## config.mk

```make
export PLATFORM = sky130hd
export DESIGN_NAME = prio_vec_intc
export DESIGN_NICKNAME = d
export VERILOG_FILES = /design/src/rtl/pvic_pkg.sv /design/src/rtl/pvic_edge.sv /design/src/rtl/pvic_regs.sv /design/src/rtl/pvic_arb.sv /design/src/rtl/prio_vec_intc.sv
export SDC_FILE = /design/constraint.sdc
export NUM_CORES = 1
export LEC_CHECK = 0
export ABC_AREA = 1
export BUFFER_PORTS_ARGS = -buffer_cell sky130_fd_sc_hd__buf_2
export CAP_MARGIN = 40
export CORE_ASPECT_RATIO = 1.75
export CORE_UTILIZATION = 30
export DETAILED_ROUTE_END_ITERATION = 16
export GPL_ROUTABILITY_DRIVEN = 0
export MAX_ROUTING_LAYER = met4
export SYNTH_ARGS = -nofsm -noshare
export SYNTH_HDL_FRONTEND = slang
export SYNTH_SLANG_ARGS = --single-unit
```

## constraint.sdc

```tcl
create_clock -name clk -period 3.24 [get_ports clk]
set_input_delay 0.162 -clock clk [delete_from_list [all_inputs] [get_ports clk]]
set_output_delay 0.162 -clock clk [all_outputs]
set_load 0.03 [all_outputs]
```

## src/rtl/pvic_pkg.sv

```systemverilog
package pvic_pkg;
  localparam int unsigned REG_ADDR_W = 3;
  localparam logic [REG_ADDR_W-1:0] ADR_REQ_LO = 3'd0;
  localparam logic [REG_ADDR_W-1:0] ADR_REQ_HI = 3'd1;
  localparam logic [REG_ADDR_W-1:0] ADR_EN_LO  = 3'd2;
  localparam logic [REG_ADDR_W-1:0] ADR_EN_HI  = 3'd3;
  localparam logic [REG_ADDR_W-1:0] ADR_POL    = 3'd4;

  localparam logic [15:0] VEC_RESET = 16'hFFFE;
  localparam logic [15:0] VEC_BREAK = 16'hFFDE;

  // Vector of maskable slot k (priority k+2): one byte pair per level below reset.
  function automatic logic [15:0] slot_vector(input int unsigned k);
    return 16'hFFFC - 16'(2 * k);
  endfunction

  // Internal event bit feeding slot k, skipping the two pin slots.
  function automatic int unsigned evt_of_slot(input int unsigned k,
                                              input int unsigned pa,
                                              input int unsigned pb);
    return k - ((k > pa) ? 1 : 0) - ((k > pb) ? 1 : 0);
  endfunction
endpackage

```

## src/rtl/pvic_edge.sv

```systemverilog
module pvic_edge #(
  parameter int unsigned PIN_N  = 2,
  parameter int unsigned STAGES = 2
) (
  input  logic             clk,
  input  logic             rst_n,
  input  logic [PIN_N-1:0] pin_i,
  input  logic [PIN_N-1:0] pol_i,
  output logic [PIN_N-1:0] edge_o
);
  for (genvar i = 0; i < PIN_N; i++) begin : g_pin
    logic [STAGES:0] shf_q;
    logic            now_w, old_w;

    always_ff @(posedge clk) begin
      if (!rst_n) shf_q <= '0;
      else        shf_q <= {shf_q[STAGES-1:0], pin_i[i]};
    end

    assign now_w     = shf_q[STAGES-1];
    assign old_w     = shf_q[STAGES];
    assign edge_o[i] = pol_i[i] ? (old_w & ~now_w) : (now_w & ~old_w);

    p_edge_single_r8: assert property (@(posedge clk) disable iff (!rst_n)
      edge_o[i] |=> (!edge_o[i] || (pol_i[i] != $past(pol_i[i]))));
  end
endmodule

```

## src/rtl/pvic_regs.sv

```systemverilog
module pvic_regs
  import pvic_pkg::*;
#(
  parameter int unsigned SLOT_N = 14,
  parameter int unsigned DATA_W = 8,
  parameter int unsigned PIN_N  = 2
) (
  input  logic                  clk,
  input  logic                  rst_n,
  input  logic [SLOT_N-1:0]     set_i,
  input  logic [SLOT_N-1:0]     clr_i,
  input  logic                  we_i,
  input  logic [REG_ADDR_W-1:0] addr_i,
  input  logic [DATA_W-1:0]     wdata_i,
  output logic [DATA_W-1:0]     rdata_o,
  output logic [SLOT_N-1:0]     req_o,
  output logic [SLOT_N-1:0]     en_o,
  output logic [PIN_N-1:0]      pol_o
);
  localparam int unsigned HI_W = SLOT_N - DATA_W;

  logic [SLOT_N-1:0] req_q, req_n, en_q, en_n, keep_w;
  logic [PIN_N-1:0]  pol_q, pol_n;

  always_comb begin
    keep_w = '1;
    en_n   = en_q;
    pol_n  = pol_q;
    if (we_i) begin
      case (addr_i)
        ADR_REQ_LO: keep_w[DATA_W-1:0]      = wdata_i;
        ADR_REQ_HI: keep_w[SLOT_N-1:DATA_W] = wdata_i[HI_W-1:0];
        ADR_EN_LO:  en_n[DATA_W-1:0]        = wdata_i;
        ADR_EN_HI:  en_n[SLOT_N-1:DATA_W]   = wdata_i[HI_W-1:0];
        ADR_POL:    pol_n                   = wdata_i[PIN_N-1:0];
        default: ;
      endcase
    end
    req_n = (req_q & keep_w & ~clr_i) | set_i;
  end

  always_ff @(posedge clk) begin
    if (!rst_n) begin
      req_q <= '0;
      en_q  <= '0;
      pol_q <= '0;
    end else begin
      req_q <= req_n;
      en_q  <= en_n;
      pol_q <= pol_n;
    end
  end

  always_comb begin
    case (addr_i)
      ADR_REQ_LO: rdata_o = req_q[DATA_W-1:0];
      ADR_REQ_HI: rdata_o = {{(DATA_W-HI_W){1'b0}}, req_q[SLOT_N-1:DATA_W]};
      ADR_EN_LO:  rdata_o = en_q[DATA_W-1:0];
      ADR_EN_HI:  rdata_o = {{(DATA_W-HI_W){1'b0}}, en_q[SLOT_N-1:DATA_W]};
      ADR_POL:    rdata_o = {{(DATA_W-PIN_N){1'b0}}, pol_q};
      default:    rdata_o = '0;
    endcase
  end

  assign req_o = req_q;
  assign en_o  = en_q;
  assign pol_o = pol_q;

  p_take_clears_r2: assert property (@(posedge clk) disable iff (!rst_n)
    (|(clr_i & ~set_i)) |=> ((req_q & $past(clr_i & ~set_i)) == '0));

  p_no_sw_set_r3: assert property (@(posedge clk) disable iff (!rst_n)
    ((req_q & ~$past(req_q) & ~$past(set_i)) == '0));

  p_hw_wins_r10: assert property (@(posedge clk) disable iff (!rst_n)
    (|set_i) |=> ((req_q & $past(set_i)) == $past(set_i)));
endmodule

```

## src/rtl/pvic_arb.sv

```systemverilog
module pvic_arb
  import pvic_pkg::*;
#(
  parameter int unsigned SLOT_N = 14
) (
  input  logic              clk,
  input  logic              rst_n,
  input  logic [SLOT_N-1:0] pend_i,
  input  logic              iflag_i,
  input  logic              brk_i,
  output logic [SLOT_N-1:0] clr_o,
  output logic              take_o,
  output logic [15:0]       vec_o
);
  logic              boot_q, brk_q, take_q;
  logic [15:0]       vec_q;
  logic [SLOT_N-1:0] live_w;
  logic              win_vld, can_go, brk_win, boot_win;
  logic [15:0]       win_vec;
  int unsigned       pick;

  assign live_w = iflag_i ? '0 : pend_i;
  assign can_go = !take_q;

  always_comb begin
    pick = 0;
    for (int k = SLOT_N - 1; k >= 0; k--) begin
      if (live_w[k]) pick = k;
    end
  end

  always_comb begin
    win_vld  = 1'b0;
    win_vec  = vec_q;
    clr_o    = '0;
    brk_win  = 1'b0;
    boot_win = 1'b0;
    if (boot_q) begin
      win_vld  = 1'b1;
      win_vec  = VEC_RESET;
      boot_win = can_go;
    end else if (|live_w) begin
      win_vld     = 1'b1;
      win_vec     = slot_vector(pick);
      clr_o[pick] = can_go;
    end else if (brk_q) begin
      win_vld = 1'b1;
      win_vec = VEC_BREAK;
      brk_win = can_go;
    end
  end

  always_ff @(posedge clk) begin
    if (!rst_n) begin
      boot_q <= 1'b1;
      brk_q  <= 1'b0;
      take_q <= 1'b0;
      vec_q  <= '0;
    end else begin
      take_q <= win_vld && can_go;
      if (win_vld && can_go) vec_q <= win_vec;
      if (boot_win) boot_q <= 1'b0;
      brk_q <= brk_i | (brk_q & ~brk_win);
    end
  end

  assign take_o = take_q;
  assign vec_o  = vec_q;

  p_masked_gate_r1: assert property (@(posedge clk) disable iff (!rst_n)
    (take_o && (vec_o != VEC_RESET) && (vec_o != VEC_BREAK)) |-> $past(!iflag_i));

  p_brk_last_r7: assert property (@(posedge clk) disable iff (!rst_n)
    (take_o && (vec_o == VEC_BREAK)) |-> $past(iflag_i || (pend_i == '0)));

  p_take_gap_r9: assert property (@(posedge clk) disable iff (!rst_n)
    take_o |=> !take_o);

  p_vec_hold_r9: assert property (@(posedge clk) disable iff (!rst_n)
    !take_o |-> $stable(vec_o));
endmodule

```

## src/rtl/prio_vec_intc.sv

```systemverilog
module prio_vec_intc
  import pvic_pkg::*;
#(
  parameter int unsigned SLOT_N  = 14,
  parameter int unsigned PIN_N   = 2,
  parameter int unsigned PIN_A   = 1,
  parameter int unsigned PIN_B   = 12,
  parameter int unsigned SYNC_N  = 2,
  parameter int unsigned DATA_W  = 8,
  localparam int unsigned EVT_N  = SLOT_N - PIN_N
) (
  input  logic                  clk,
  input  logic                  rst_n,
  input  logic [PIN_N-1:0]      ext_pin_i,
  input  logic [EVT_N-1:0]      evt_i,
  input  logic                  brk_i,
  input  logic                  iflag_i,
  input  logic                  reg_we_i,
  input  logic [REG_ADDR_W-1:0] reg_addr_i,
  input  logic [DATA_W-1:0]     reg_wdata_i,
  output logic [DATA_W-1:0]     reg_rdata_o,
  output logic                  take_o,
  output logic [15:0]           vector_o,
  output logic                  set_iflag_o
);
  logic [PIN_N-1:0]  pol_w, edge_w;
  logic [SLOT_N-1:0] hw_set_w, acc_clr_w, req_w, en_w;

  pvic_edge #(.PIN_N(PIN_N), .STAGES(SYNC_N)) u_edge (
    .clk(clk), .rst_n(rst_n), .pin_i(ext_pin_i), .pol_i(pol_w), .edge_o(edge_w)
  );

  for (genvar k = 0; k < SLOT_N; k++) begin : g_src
    if (k == PIN_A) begin : g_pa
      assign hw_set_w[k] = edge_w[0];
    end else if (k == PIN_B) begin : g_pb
      assign hw_set_w[k] = edge_w[1];
    end else begin : g_ev
      localparam int unsigned J = evt_of_slot(k, PIN_A, PIN_B);
      assign hw_set_w[k] = evt_i[J];
    end
  end

  pvic_regs #(.SLOT_N(SLOT_N), .DATA_W(DATA_W), .PIN_N(PIN_N)) u_regs (
    .clk(clk), .rst_n(rst_n), .set_i(hw_set_w), .clr_i(acc_clr_w),
    .we_i(reg_we_i), .addr_i(reg_addr_i), .wdata_i(reg_wdata_i),
    .rdata_o(reg_rdata_o), .req_o(req_w), .en_o(en_w), .pol_o(pol_w)
  );

  pvic_arb #(.SLOT_N(SLOT_N)) u_arb (
    .clk(clk), .rst_n(rst_n), .pend_i(req_w & en_w), .iflag_i(iflag_i),
    .brk_i(brk_i), .clr_o(acc_clr_w), .take_o(take_o), .vec_o(vector_o)
  );

  assign set_iflag_o = take_o;
endmodule

```

### Yosys cells after proc, flatten, opt, wreduce, memory -nomap -nowiden

Cells that the tools add are included.

* memory bits (writable): 0
* bits of input ports: 30
* word-level logic and storage cells: 79
* output and inout bits: 26
* memories: 0
* latch bits: 0
* memory bits (read-only): 0
* register bits: 55

* divide/modulo/power cells: 0
* bitwise operators: 17
* multiplexer cells: 35
* $mul: 0
* shift-type cells: 0
* add/sub/neg operators: 1
* reduce and logical (&&, ||, !) cells: 10
* $lt $le $gt $ge: 2
* eq/ne operators: 4

Operator list (number)
* AND 14 bit: 4
* 2-to-1 mux 14 bit: 4
* 2-to-1 mux 4 bit: 14
* 2-to-1 mux 16 bit: 3
* case mux 8 bit (5 select lines): 1
* NOT 14 bit: 1
* bitwise OR 14 bit: 1
* OR reduction 14 bit: 1
* 2-to-1 mux 1 bit: 10
* 2-to-1 mux 8 bit: 1
* AND reduction 2 bit: 4
* subtractor 3 x 6 -> 7 bit (first input constant): 1
* == test 3 x 2 -> 1 bit (second input constant): 2
* 2-to-1 mux 6 bit: 1
* AND 1 bit: 5
* less-than comparator 4 x 5 -> 1 bit (second input constant): 1
* NOT 1 bit: 5
* demux 1 bit (select 4 bit): 1
* greater-or-equal comparator 4 x 1 -> 1 bit (second input constant): 1
* == test 3 x 1 -> 1 bit (second input constant): 1
* == test 3 bit (second input constant): 1
* logical NOT 3 bit: 1
* nonzero test 3 bit: 1
* logical AND 1 bit: 2
* 2 further kinds: 2

### Logic depth before layout (Yosys ltp)

Gate-level depths: netlist (run 1).

* depth after elaboration: 26
* mapped depth: 22

### Modules after synthesis

Synthesis (run 1) repeated with hierarchy kept, for this count alone.

* cell total of the unflattened synthesis: 437
* area total of the unflattened synthesis: 2673.8 µm²

Modules (own cells, without submodules)
* pvic_regs: area each 1537.7 µm², cells each 246, seq. area each 600.6 µm², times used 1
* pvic_arb: area each 808.3 µm², cells each 132, seq. area each 180.2 µm², times used 1
* pvic_edge: area each 215.2 µm², cells each 30, seq. area each 120.1 µm², times used 1
* prio_vec_intc: area each 112.6 µm², cells each 29, seq. area each 0.0 µm², times used 1

### Worst setup path before layout (run 1)

OpenSTA, ideal clock, no wires.

* kind: flip-flop to flip-flop
* start point: reg u_regs.en_q[13] (netlist: u_regs.en_o[13])
* end point: reg u_regs.req_q[3] (netlist: u_regs.req_o[3])
* slack: 1356 ps
* path buffers: 0
* data arrival time: 1757 ps
* stages on the path, launching flop included: 23
* path through: dfxtp_1 > nand2_1 > nor2_1 > nand2_1 > nand2_1 > nand2_1 > nand2_1 > nand2_1 > nand2_1 > nand2_1 > nand2_1 > nand2_1 > nand2_1 > nand2_1 > nand2_1 > nand2_1 > inv_1 > ha_1 > inv_1 > nor2_1 > nand3_1 > a31oi_1 > nor2_1

* word-level cells in the longest chain between the ends: 26

RTL lines
* start: declaration: RTL line pvic_regs.sv:22 `logic [SLOT_N-1:0] req_q, req_n, en_q, en_n, keep_w;`
* start signal: assignment: RTL line pvic_regs.sv:49 `en_q <= en_n;`
* AND 14 bit (*): RTL line prio_vec_intc.sv:51 `.clk(clk), .rst_n(rst_n), .pend_i(req_w & en_w), .iflag_i(iflag_i),`
* 2-to-1 mux 14 bit (*): RTL line pvic_arb.sv:22 `assign live_w = iflag_i ? '0 : pend_i;`
* 2-to-1 mux 4 bit (14 in a row): RTL line pvic_arb.sv:28 `if (live_w[k]) pick = k;`
* less-than comparator 4 x 5 -> 1 bit (implied by the code) or greater-or-equal comparator 4 x 1 -> 1 bit (tied branches): RTL line pvic_arb.sv:45 `clr_o[pick] = can_go;`
* logical AND 1 bit (implied by the code): RTL line pvic_arb.sv:45
* 2-to-1 mux 1 bit (implied by the code): RTL line pvic_arb.sv:45
* demux 1 bit (select 4 bit)
* AND 14 bit (no source line)
* 2-to-1 mux 14 bit (*): RTL line pvic_arb.sv:42 `end else if (|live_w) begin`
* 2-to-1 mux 14 bit (*): RTL line pvic_arb.sv:38 `if (boot_q) begin`
* NOT 14 bit (*): RTL line pvic_regs.sv:39 `req_n = (req_q & keep_w & ~clr_i) | set_i;`
* AND 14 bit (*): RTL line pvic_regs.sv:39
* bitwise OR 14 bit (*): RTL line pvic_regs.sv:39
* end signal: assignment: RTL line pvic_regs.sv:48 `req_q <= req_n;`
* end: declaration: RTL line pvic_regs.sv:22

Mark *: on every way between the ends. The rest lies on a longest branch, timed or not.
A chain may end at the register's enable or synchronous reset.

### Worst setup path after layout (run 1)

Ends and elaborated chain as after synthesis.

==> impl_metrics.csv, run 1 <==
group,metric,value,unit
run,max_cap_viol_count,0,
place,postPlaceCellArea,2661,sq um
sta,rsz0062_at_grt,"no",
cts,cts_resized,0,
global_routing,grt_pass1_vias,2284,
floorplan,core,7567,sq um
sta,setup_viol,0,
setup_path,cp-end-kind,"flip-flop",
cts,cts_buffers,5,
finish,final_nets,404,
synthesis,synth_top_cell_by_area,"dfxtp_1",
sta,max_clock_freq,0.4516,GHz
finish,final_common_cell,"nand2_1",
synthesis,synth-seq-cells,45,
finish,final_cell_mix,"nand2_1 (59), buf_2 (54), inv_1 (52), dfxtp_1 (45), nor2_1 (30)",
synthesis,syn_nets,357,
sta,hold_viol_final,0,
global_routing,track_usage,18.10,%
floorplan,dieHeight,119.1,um
finish,register_area,900.9,sq um
setup_path,crit_fanout,4,
cts,clock_latency,0.29,ns
drt,ant_nets,0,
floorplan,dieArea,8209,sq um
drt,vias,2335,
place,dp_hpwl,5.364,mm
synthesis,netlist_area,2351,sq um
finish,fillerInstances,841,
min_path,hold_path_class,"primary input to flip-flop",
drt,drt_wl_total,6.828,mm
cts,cts_tree,"built",
sta,drv_slew,0,
sta,fin_tns_setup,0,ns
cts,cts-hold-fix-buffers,0,
synthesis,synthCells,323,
setup_path,crit_type,"flip-flop to flip-flop",
drt,drt_first_iter_violations,91,
setup_path,required,3.41,ns
floorplan,ios,56,
power_and_ir_drop,power.density,515.3,nW/um^2
global_routing,antenna_found_initial,0,
global_routing,grt_first_pass_wirelength,10.68,mm
synthesis,yosysSeqAreaShare,38.32,%
cts,clk_pin_slew,0.06,ns
cts,h-tree-depth,2,
synthesis,yosysWarnings,0,
sta,finalCritPeriodShare,68.34,%
drt,wl_per_cell,14.88,um
finish,antenna_cells,0,
power_and_ir_drop,power_leakage,1.348,nW
finish,final_util,37.45,%
synthesis,synth_edf_count,0,
cts,root_buffer,"clkbuf_16",
status,outcome,"complete, no violations",
synthesis,synthArstFlopShare,0,%
place,portBuffers,54,
drt,route.detailed.drc,0,
synthesis,synth_top_area_share,38.32,%
drt,first_pass_iters,4,
synthesis,yosys-top-cells-area,"dfxtp_1 (38%), nand2_1 (9.4%), inv_1 (8.3%), a21oi_1 (5.5%), a221oi_1 (4.8%)",
floorplan,die_w,68.92,um
sta,finClkSkew,0.007986,ns
floorplan,num_rows,42,
cts,post_cts_buffers,0,
finish,fin_area,2834,sq um
finish,multiInputGateArea,1116,sq um
sta,min_period,2.214,ns
drt,viasPerCell,5.087,
synthesis,yosysUniqueCellTypes,34,
global_routing,gr-total-overflow,0,
finish,drive_above_1_share,23.45,%
synthesis,avgSynthCellArea,7.279,sq um
power_and_ir_drop,ir_drop,0.2301,mV
cts,clock_sinks,45,
setup_path,start_kind,"flip-flop",
global_routing,grt_max_degree,25,
finish,area_growth,20.54,%
setup_path,crit_arrival,2.38,ns
cts,clockBufferDepth,2,
synthesis,synthFlopType,"dfxtp_1",
floorplan,initial_utilization,31.07,%
layout make-up:
type	instances	share of cell area, %
clock inverters	1	1.060
multi-input cells	202	39.38
inverters	59	7.815
flip-flops and latches	45	31.79
clock buffers	7	5.033
repair buffers	57	11.04
well taps	88	3.885
cells by family (layout without fill, tap and decap cells):
family / count (synthesis) / count (layout) / synth area share [%]
flops: 45 / 45 / 38.32
compound gates: 78 / 78 / 22.30
fa+ha+maj: 4 / 4 / 2.129
buf+inv: 76 / 124 / 14.21
simple gates: 119 / 119 / 22.88
other cells: 1 / 1 / 0.1595
where the power goes:
part,switching [W],leakage [nW],total [W],internal (W)
clock network,0.000215,0.0841,0.000600,0.000386
registers,0.0000256,0.372,0.000615,0.000589
logic,0.000168,0.891,0.000245,0.0000768
total,0.000409,1.35,0.00146,0.00105
state kept, by name (all words and copies together) (netlist names):
register            flops
u_edge.g_pin.shf_q      6
u_regs.req_o           14
u_regs.en_o            14
u_arb.brk_q             1
u_arb.take_o            1
u_arb.boot_q            1
u_regs.pol_o            2
u_arb.vec_o             6
synth_stat cells, drive strengths merged, types with 2 or more instances:
library cell and number:
nand3 18, buf 12, a21oi 26, clkbuf 5
ha 4, inv 57, o311ai 2, a31oi 8
o221ai 6, o22ai 4, nor2 34, o21ai 13
dfxtp 45, a221oi 13, clkinv 2, nand2 65
final timing paths:
check                                      start                                  end  slack [ns]  depth (start not counted)
min                                 ext_pin_i[0]  u_edge.g_pin[0].shf_q[0]$_SDFF_PN0_        0.06                          3
min reg2reg  u_edge.g_pin[0].shf_q[0]$_SDFF_PN0_  u_edge.g_pin[0].shf_q[1]$_SDFF_PN0_        0.41                          2
max                 u_regs.en_o[13]$_SDFFE_PN0P_           u_regs.req_o[3]$_SDFF_PN0_        1.03                         22
max reg2reg         u_regs.en_o[13]$_SDFFE_PN0P_           u_regs.req_o[3]$_SDFF_PN0_        1.03                         22
metal layers:
metal	track usage (%)	wire length, um	up-vias
li1	-	-	1153
met1	17.27	2548	1093
met3	2.874	242	13
met2	33.25	3872	76
met4	8.291	164	0
met5	-	0	-
per-stage QoR:
stage | setup WS [ns] | power (W) | hold slack (ns) | std cells
final | 1.026 | 0.001460 | 0.05728 | 459
after global placement | 0.9713 | 0.0008653 | 0.3389 | 450
after floorplan | 1.356 | 0.0008047 | 0.2555 | 323
after detailed placement | 0.9274 | 0.0008720 | 0.3442 | 451
after CTS | 1.010 | 0.001469 | 0.04947 | 459
after global routing | 0.7346 | 0.001522 | 0.05595 | 459
worst max-delay path: stages (launching register included):
cell and delay [ns]:
dfxtp_1 0.34, nand2_1 0.07, nor2_1 0.09, nand2_1 0.06, nand2_1 0.05, nand2_1 0.05
nand2_1 0.05, nand2_1 0.05, nand2_1 0.05, nand2_1 0.05, nand2_1 0.05, nand2_1 0.05
nand2_1 0.06, nand2_1 0.05, nand2_1 0.07, nand2_1 0.11, inv_1 0.11, ha_1 0.16
inv_1 0.05, nor2_1 0.23, nand3_1 0.11, a31oi_1 0.14, nor2_1 0.05
(Power assumes the default switching activity.)
==> run 2: changes to the inputs <==
--- a/config.mk
+++ b/config.mk
@@ -5,7 +5,7 @@
 export SDC_FILE = /design/constraint.sdc
 export NUM_CORES = 1
 export LEC_CHECK = 0
-export ABC_AREA = 1
+export ABC_AREA = 0
 export BUFFER_PORTS_ARGS = -buffer_cell sky130_fd_sc_hd__buf_2
 export CAP_MARGIN = 40
 export CORE_ASPECT_RATIO = 1.75
==> constraint.sdc (replaced) <==
create_clock -name clk -period 1.8 [get_ports clk]
set_input_delay 0.09 -clock clk [delete_from_list [all_inputs] [get_ports clk]]
set_output_delay 0.09 -clock clk [all_outputs]
set_load 0.03 [all_outputs]
==> run 2 against run 1 <==
  * First-iteration DRC count is 29% higher
  * Largest cell class unchanged
  * Clock-buffer cell count is 2 lower
  * Global-route usage is 1.2 points higher
  * Die area is 3.7% higher
  * Synthesized cell count is 16% lower
  * Via count is 2.7% higher
  * Maximum frequency is 12% higher
  * Largest power group unchanged
  * Synthesized area is 3.8% higher
  * Clock power is 46% higher
  * The run now ends with negative setup slack left
  * Non-clock buffer count is 43 higher
==> impl_metrics.csv, run 2 <==
group,metric,value,unit
finish,register_area,927.1,sq um
synthesis,synthArstFlopShare,0,%
sta,drv_slew,0,
power_and_ir_drop,ir_drop,0.3674,mV
setup_path,r2r_slack,-0.17,ns
finish,final_nets,390,
sta,setup_ws,-0.1713,ns
finish,final_util,43.55,%
place,portBuffers,54,
sta,finalCritPeriodShare,109.5,%
drt,route.detailed.drc,0,
synthesis,synth_common_cells,"dfxtp_1 (45), nand2_1 (35), nor2b_1 (17)",
synthesis,synth-seq-cells,45,
finish,fin_area,3445,sq um
floorplan,dieHeight,121.3,um
cts,clock_sinks,45,
status,outcome,"finished with violations",
drt,drt_first_iter_violations,117,
sta,setup_viol,11,
synthesis,yosysWarnings,0,
synthesis,synth_top_cell_by_area,"dfxtp_1",
finish,drive_above_1_share,48.17,%
drt,drt_wl_total,7.818,mm
power_and_ir_drop,power.density,732.4,nW/um^2
synthesis,yosysSeqAreaShare,36.92,%
setup_path,required,1.99,ns
drt,viasPerCell,5.387,
global_routing,track_usage,19.30,%
global_routing,gr-total-overflow,0,
place,postPlaceCellArea,3022,sq um
drt,wl_per_cell,17.57,um
floorplan,ios,56,
global_routing,antenna_found_initial,0,
cts,cts_tree,"built",
synthesis,avgSynthCellArea,8.970,sq um
synthesis,synth_top_area_share,36.92,%
finish,antenna_cells,0,
run,max_cap_viol_count,0,
sta,rsz0062_at_grt,"yes",
finish,fillerInstances,770,
floorplan,die_w,70.17,um
sta,fin_tns_setup,-1.256,ns
finish,multiInputGateArea,1633,sq um
cts,clockBufferDepth,2,
setup_path,crit_arrival,2.16,ns
sta,hold_viol_final,0,
drt,first_pass_iters,4,
synthesis,yosys-top-cells-area,"dfxtp_1 (37%), nand2_1 (5.4%), o21a_1 (4.6%), nor2b_1 (4.4%), mux2i_1 (4.1%)",
cts,cts_buffers,5,
floorplan,core,7909,sq um
drt,ant_nets,0,
status,failed_checks,"negative setup slack",
synthesis,netlist_area,2440,sq um
global_routing,grt_first_pass_wirelength,12.18,mm
synthesis,yosysUniqueCellTypes,43,
synthesis,synth_most_common_cell,"dfxtp_1",
drt,vias,2397,
setup_path,crit_fanout,3,
sta,finClkSkew,0.004598,ns
floorplan,num_rows,43,
finish,final_common_cell,"buf_2",
min_path,hold_path_class,"primary input to flip-flop",
cts,clock_latency,0.29,ns
sta,min_period,1.971,ns
cts,clk_pin_slew,0.06,ns
global_routing,grt_pass1_vias,2360,
global_routing,grt_max_degree,28,
synthesis,synth_edf_count,0,
floorplan,initial_utilization,30.85,%
sta,max_clock_freq,0.5073,GHz
synthesis,syn_nets,306,
floorplan,dieArea,8512,sq um
place,dp_hpwl,5.831,mm
finish,area_growth,41.18,%
setup_path,cp-end-kind,"flip-flop",
finish,final_cell_mix,"buf_2 (54), buf_4 (43), nand2_1 (29), dfxtp_1 (26), dfxtp_2 (18)",
synthesis,synthFlopType,"dfxtp_1",
cts,root_buffer,"clkbuf_16",
cts,h-tree-depth,2,
power_and_ir_drop,power_leakage,1.453,nW
synthesis,synthCells,272,
setup_path,start_kind,"flip-flop",
setup_path,crit_type,"flip-flop to flip-flop",
## run 2: metal layers
metal / share of wire, % / global-route usage [%] / wire length, um
met1: 38 / 20.08 / 2959
met2: 55 / 33.77 / 4263
met3: 4.0 / 3.738 / 310
met4: 3.6 / 10.75 / 285
met5: 0 / - / 0
## run 2: worst paths after layout
kind | cells past startpoint | to | from
setup / recovery | 9 | u_regs.req_o[4]$_SDFF_PN0_ | u_regs.req_o[10]$_SDFF_PN0_
hold / removal | 2 | u_regs.req_o[2]$_SDFF_PN0_ | evt_i[1]
setup reg to reg | 9 | u_regs.req_o[4]$_SDFF_PN0_ | u_regs.req_o[10]$_SDFF_PN0_
hold reg to reg | 1 | u_edge.g_pin[1].shf_q[1]$_SDFF_PN0_ | u_edge.g_pin[1].shf_q[0]$_SDFF_PN0_
## run 2: worst max-delay path, stage by stage (launching register included)
cell       delay (ns)
dfxtp_2          0.34
a22o_1           0.26
nor2b_4          0.14
o2111ai_4        0.23
a21oi_4          0.11
inv_2            0.11
ha_4             0.15
nand2_2          0.07
o221a_2          0.29
o21a_1           0.16
## run 2: what timing repair did
action                                  in CTS  in global routing
endpoints found under the hold margin        2                  1
pin swaps                                    7                 14
gates resized for setup                     14                 48
setup buffers                                2                  1
endpoints found under the setup margin      17                 19
hold buffers                                 2                  1
## run 2: layout make-up
cell class                      instances  share of cell area (%)
Multi-Input combinational cell        199                   47.40
Sequential cell                        45                   26.92
Timing Repair Buffer                  100                   18.09
Clock buffer                            5                   3.632
Tap cell                               90                   3.269
Inverter                                5                  0.5449
Clock inverter                          1                  0.1453
## run 2: report_power, final
group	switching (W)	internal, W
Sequential	0.0000576	0.00106
Clock	0.000380	0.000496
Combinational	0.000309	0.000223
Total	0.000747	0.00178
## run 2: kinds of logic (layout without fill, tap and decap cells)
| group | count (synthesis) | in the layout | synth area share, % |
|---|---|---|---|
| simple gates | 91 | 91 | 18.51 |
| compound gates | 87 | 87 | 27.49 |
| flops | 45 | 45 | 36.92 |
| buf+inv | 28 | 111 | 6.154 |
| mux | 16 | 16 | 8.718 |
| fa+ha+maj | 4 | 4 | 2.051 |
| other cells | 1 | 1 | 0.1537 |
## run 2: metrics by stage
step           hold slack [ns]  worst slack, ns  cells  total power [W]
2_1_floorplan           0.2117         -0.02324    272         0.001454
3_3_place_gp            0.2895          -0.1753    433         0.001613
3_5_place_dp            0.2947          -0.1975    433         0.001618
4_1_cts              0.0001534          -0.1711    443         0.002502
5_1_grt               0.008978          -0.1938    445         0.002622
6_report              0.003138          -0.1713    445         0.002523
==> run 3: changes to the inputs <==
--- a/config.mk
+++ b/config.mk
@@ -13,6 +13,7 @@
 export DETAILED_ROUTE_END_ITERATION = 16
 export GPL_ROUTABILITY_DRIVEN = 0
 export MAX_ROUTING_LAYER = met4
+export SETUP_SLACK_MARGIN = 0.2
 export SYNTH_ARGS = -nofsm -noshare
 export SYNTH_HDL_FRONTEND = slang
 export SYNTH_SLANG_ARGS = --single-unit
==> run 3 against run 2 <==
  * The flow still finishes with violations (negative setup slack)
  * Design area grew 4.5%
  * Critical path depth shrank 1
  * Clock power grew 2.5%
  * Final cell count grew 2.9%
  * Global-route usage is essentially flat
==> impl_metrics.csv, run 3 (synthesis results as in run 2) <==
group,metric,value,unit
status,outcome,"finished with violations",
status,failed_checks,"negative setup slack",
finish,final_nets,401,
drt,route.detailed.drc,0,
floorplan,die_w,70.17,um
min_path,hold_path_class,"primary input to flip-flop",
setup_path,r2r_start,"u_regs.req_o[8]$_SDFF_PN0_",
sta,drv_slew,0,
sta,setup_ws,-0.1293,ns
drt,wl_met2,4.325,mm
global_routing,grt_max_degree,28,
finish,fin_area,3600,sq um
setup_path,crit_type,"flip-flop to flip-flop",
min_path,holdPathStages,2,
global_routing,antenna_found_initial,0,
power_and_ir_drop,share_comb_of_total_power,21.8,%
cts,clock_latency,0.29,ns
finish,final_common_cell,"buf_2",
finish,register_area,929.6,sq um
drt,drt_first_iter_violations,128,
cts,clock_sinks,45,
floorplan,num_rows,43,
power_and_ir_drop,switching_share,29.33,%
setup_path,cp_num_cells,8,
place,portBuffers,54,
cts,h-tree-depth,2,
sta,setup_viol,10,
floorplan,ios,56,
sta,hold_viol_final,0,
setup_path,rr_worst_depth,8,
setup_path,crit_arrival,2.11,ns
floorplan,initial_utilization,30.85,%
sta,finalCritPeriodShare,107.2,%
finish,area_growth,47.54,%
drt,dr.max_layer_used,"met4",
cts,root_buffer,"clkbuf_16",
setup_path,startpoint,"u_regs.req_o[8]$_SDFF_PN0_",
floorplan,dieArea,8512,sq um
floorplan,core,7909,sq um
power_and_ir_drop,p_int,0.001822,W
cts,clockBufferDepth,2,
cts,cts_buffers,5,
power_and_ir_drop,p_switching,0.0007561,W
setup_path,required,1.99,ns
place,place_ws,-0.1837,ns
power_and_ir_drop,pwr-share-seq,43.3,%
drt,ant_nets,0,
power_and_ir_drop,power_leakage,1.497,nW
setup_path,crit_fanout,3,
finish,drive_above_1_share,51.36,%
global_routing,gr-total-overflow,0,
setup_path,start_kind,"flip-flop",
power_and_ir_drop,power.density,716.2,nW/um^2
floorplan,dieHeight,121.3,um
power_and_ir_drop,p_clk_share,34.9,%
drt,wl_met3,302,um
sta,hold-worst-slack,0.004387,ns
finish,multiInputGateArea,1643,sq um
setup_path,max_stage_delay,0.33,ns
drt,drt_wl_total,7.868,mm
global_routing,track_usage,19.25,%
drt,wl_met1,2.904,mm
drt,first_pass_iters,4,
setup_path,r2r_slack,-0.13,ns
drt,wl_per_cell,17.18,um
global_routing,grt_pass1_vias,2371,
finish,fillerInstances,753,
drt,viasPerCell,5.358,
sta,rsz0062_at_grt,"yes",
sta,finClkSkew,0.004535,ns
sta,min_period,1.929,ns
setup_path,cp_top_family,"compound AO/OA/AOI/OAI gates",
cts,cts_tree,"built",
run,max_cap_viol_count,0,
global_routing,grt_first_pass_wirelength,12.17,mm
setup_path,cp-end-kind,"flip-flop",
setup_path,crit_chain,"a22o_4 -> nor2b_4 -> o2111ai_4 -> a21oi_4 -> ha_2 -> nand2_2 -> o221a_4 -> o21a_1",
sta,max_clock_freq,0.5183,GHz
min_path,hp-start,"evt_i[1]",
setup_path,slowest_stage,"dfxtp_2",
finish,antenna_cells,0,
place,postPlaceCellArea,3078,sq um
power_and_ir_drop,ir_drop,0.4074,mV
cts,clk_pin_slew,0.06,ns
setup_path,crit_buf_inv,0,
place,dp_hpwl,5.987,mm
drt,vias,2454,
finish,final_cell_mix,"buf_2 (49), buf_4 (48), nand2_1 (28), dfxtp_1 (24), dfxtp_2 (20)",
## run 3: changes by cell type in the layout (fill, tap and decap cells not counted), sizes merged
cell	previous run	this run
clkinv	1	0
buf	97	108
clkbuf	5	8
## run 3: routing by layer
metal	GRT usage, %	vias up
met5	-	-
met2	35.46	79
met1	18.91	1178
met3	2.907	21
li1	-	1176
met4	11.00	0
## run 3: worst register-to-register path: stages, from the launching register on
cell and delay (ns):
dfxtp_2 0.33, a22o_4 0.27, nor2b_4 0.12, o2111ai_4 0.13
a21oi_4 0.22, ha_2 0.25, nand2_2 0.08, o221a_4 0.26
o21a_1 0.16
## run 3: path summary, 6_finish.rpt
kind,to
max,u_regs.req_o[6]$_SDFF_PN0_
min,u_regs.req_o[2]$_SDFF_PN0_
max reg2reg,u_regs.req_o[6]$_SDFF_PN0_
min reg2reg,u_edge.g_pin[0].shf_q[1]$_SDFF_PN0_
## run 3: power groups by stage
stage / Combinational (W) / Clock, W / Sequential, W
2_1_floorplan: 0.000299 / 0 / 0.00116
3_3_place_gp: 0.000492 / 0 / 0.00113
3_5_place_dp: 0.000497 / 0 / 0.00113
4_1_cts: 0.000541 / 0.000918 / 0.00111
5_1_grt: 0.000598 / 0.000955 / 0.00112
6_report: 0.000563 / 0.000899 / 0.00112
## run 3: stage by stage
stage               instances  setup TNS, ns  power (W)  utilization [%]
floorplan                 272       -0.08144   0.001456                -
global placement          438         -1.203   0.001622            38.92
detailed placement        438         -1.502   0.001628            38.92
CTS                       456         -1.210   0.002571            43.52
global route              458         -1.696   0.002677            45.52
finish                    458        -0.7963   0.002578            45.52
## run 3: final cells by class
| class | count | area share, % |
|---|---|---|
| repair buffers | 111 | 21.10 |
| flip-flops and latches | 45 | 25.83 |
| multi-input cells | 199 | 45.64 |
| inverters | 5 | 0.5214 |
| well taps | 90 | 3.128 |
| clock buffers | 8 | 3.789 |
## run 3: what timing repair did
item | 4_1_cts | 5_1_grt
setup buffers | 7 | 2
pin swaps | 17 | 14
hold buffers | 3 | 0
resized for setup | 43 | 38
hold endpoints to repair | 3 | 0
setup endpoints to repair | 26 | 27
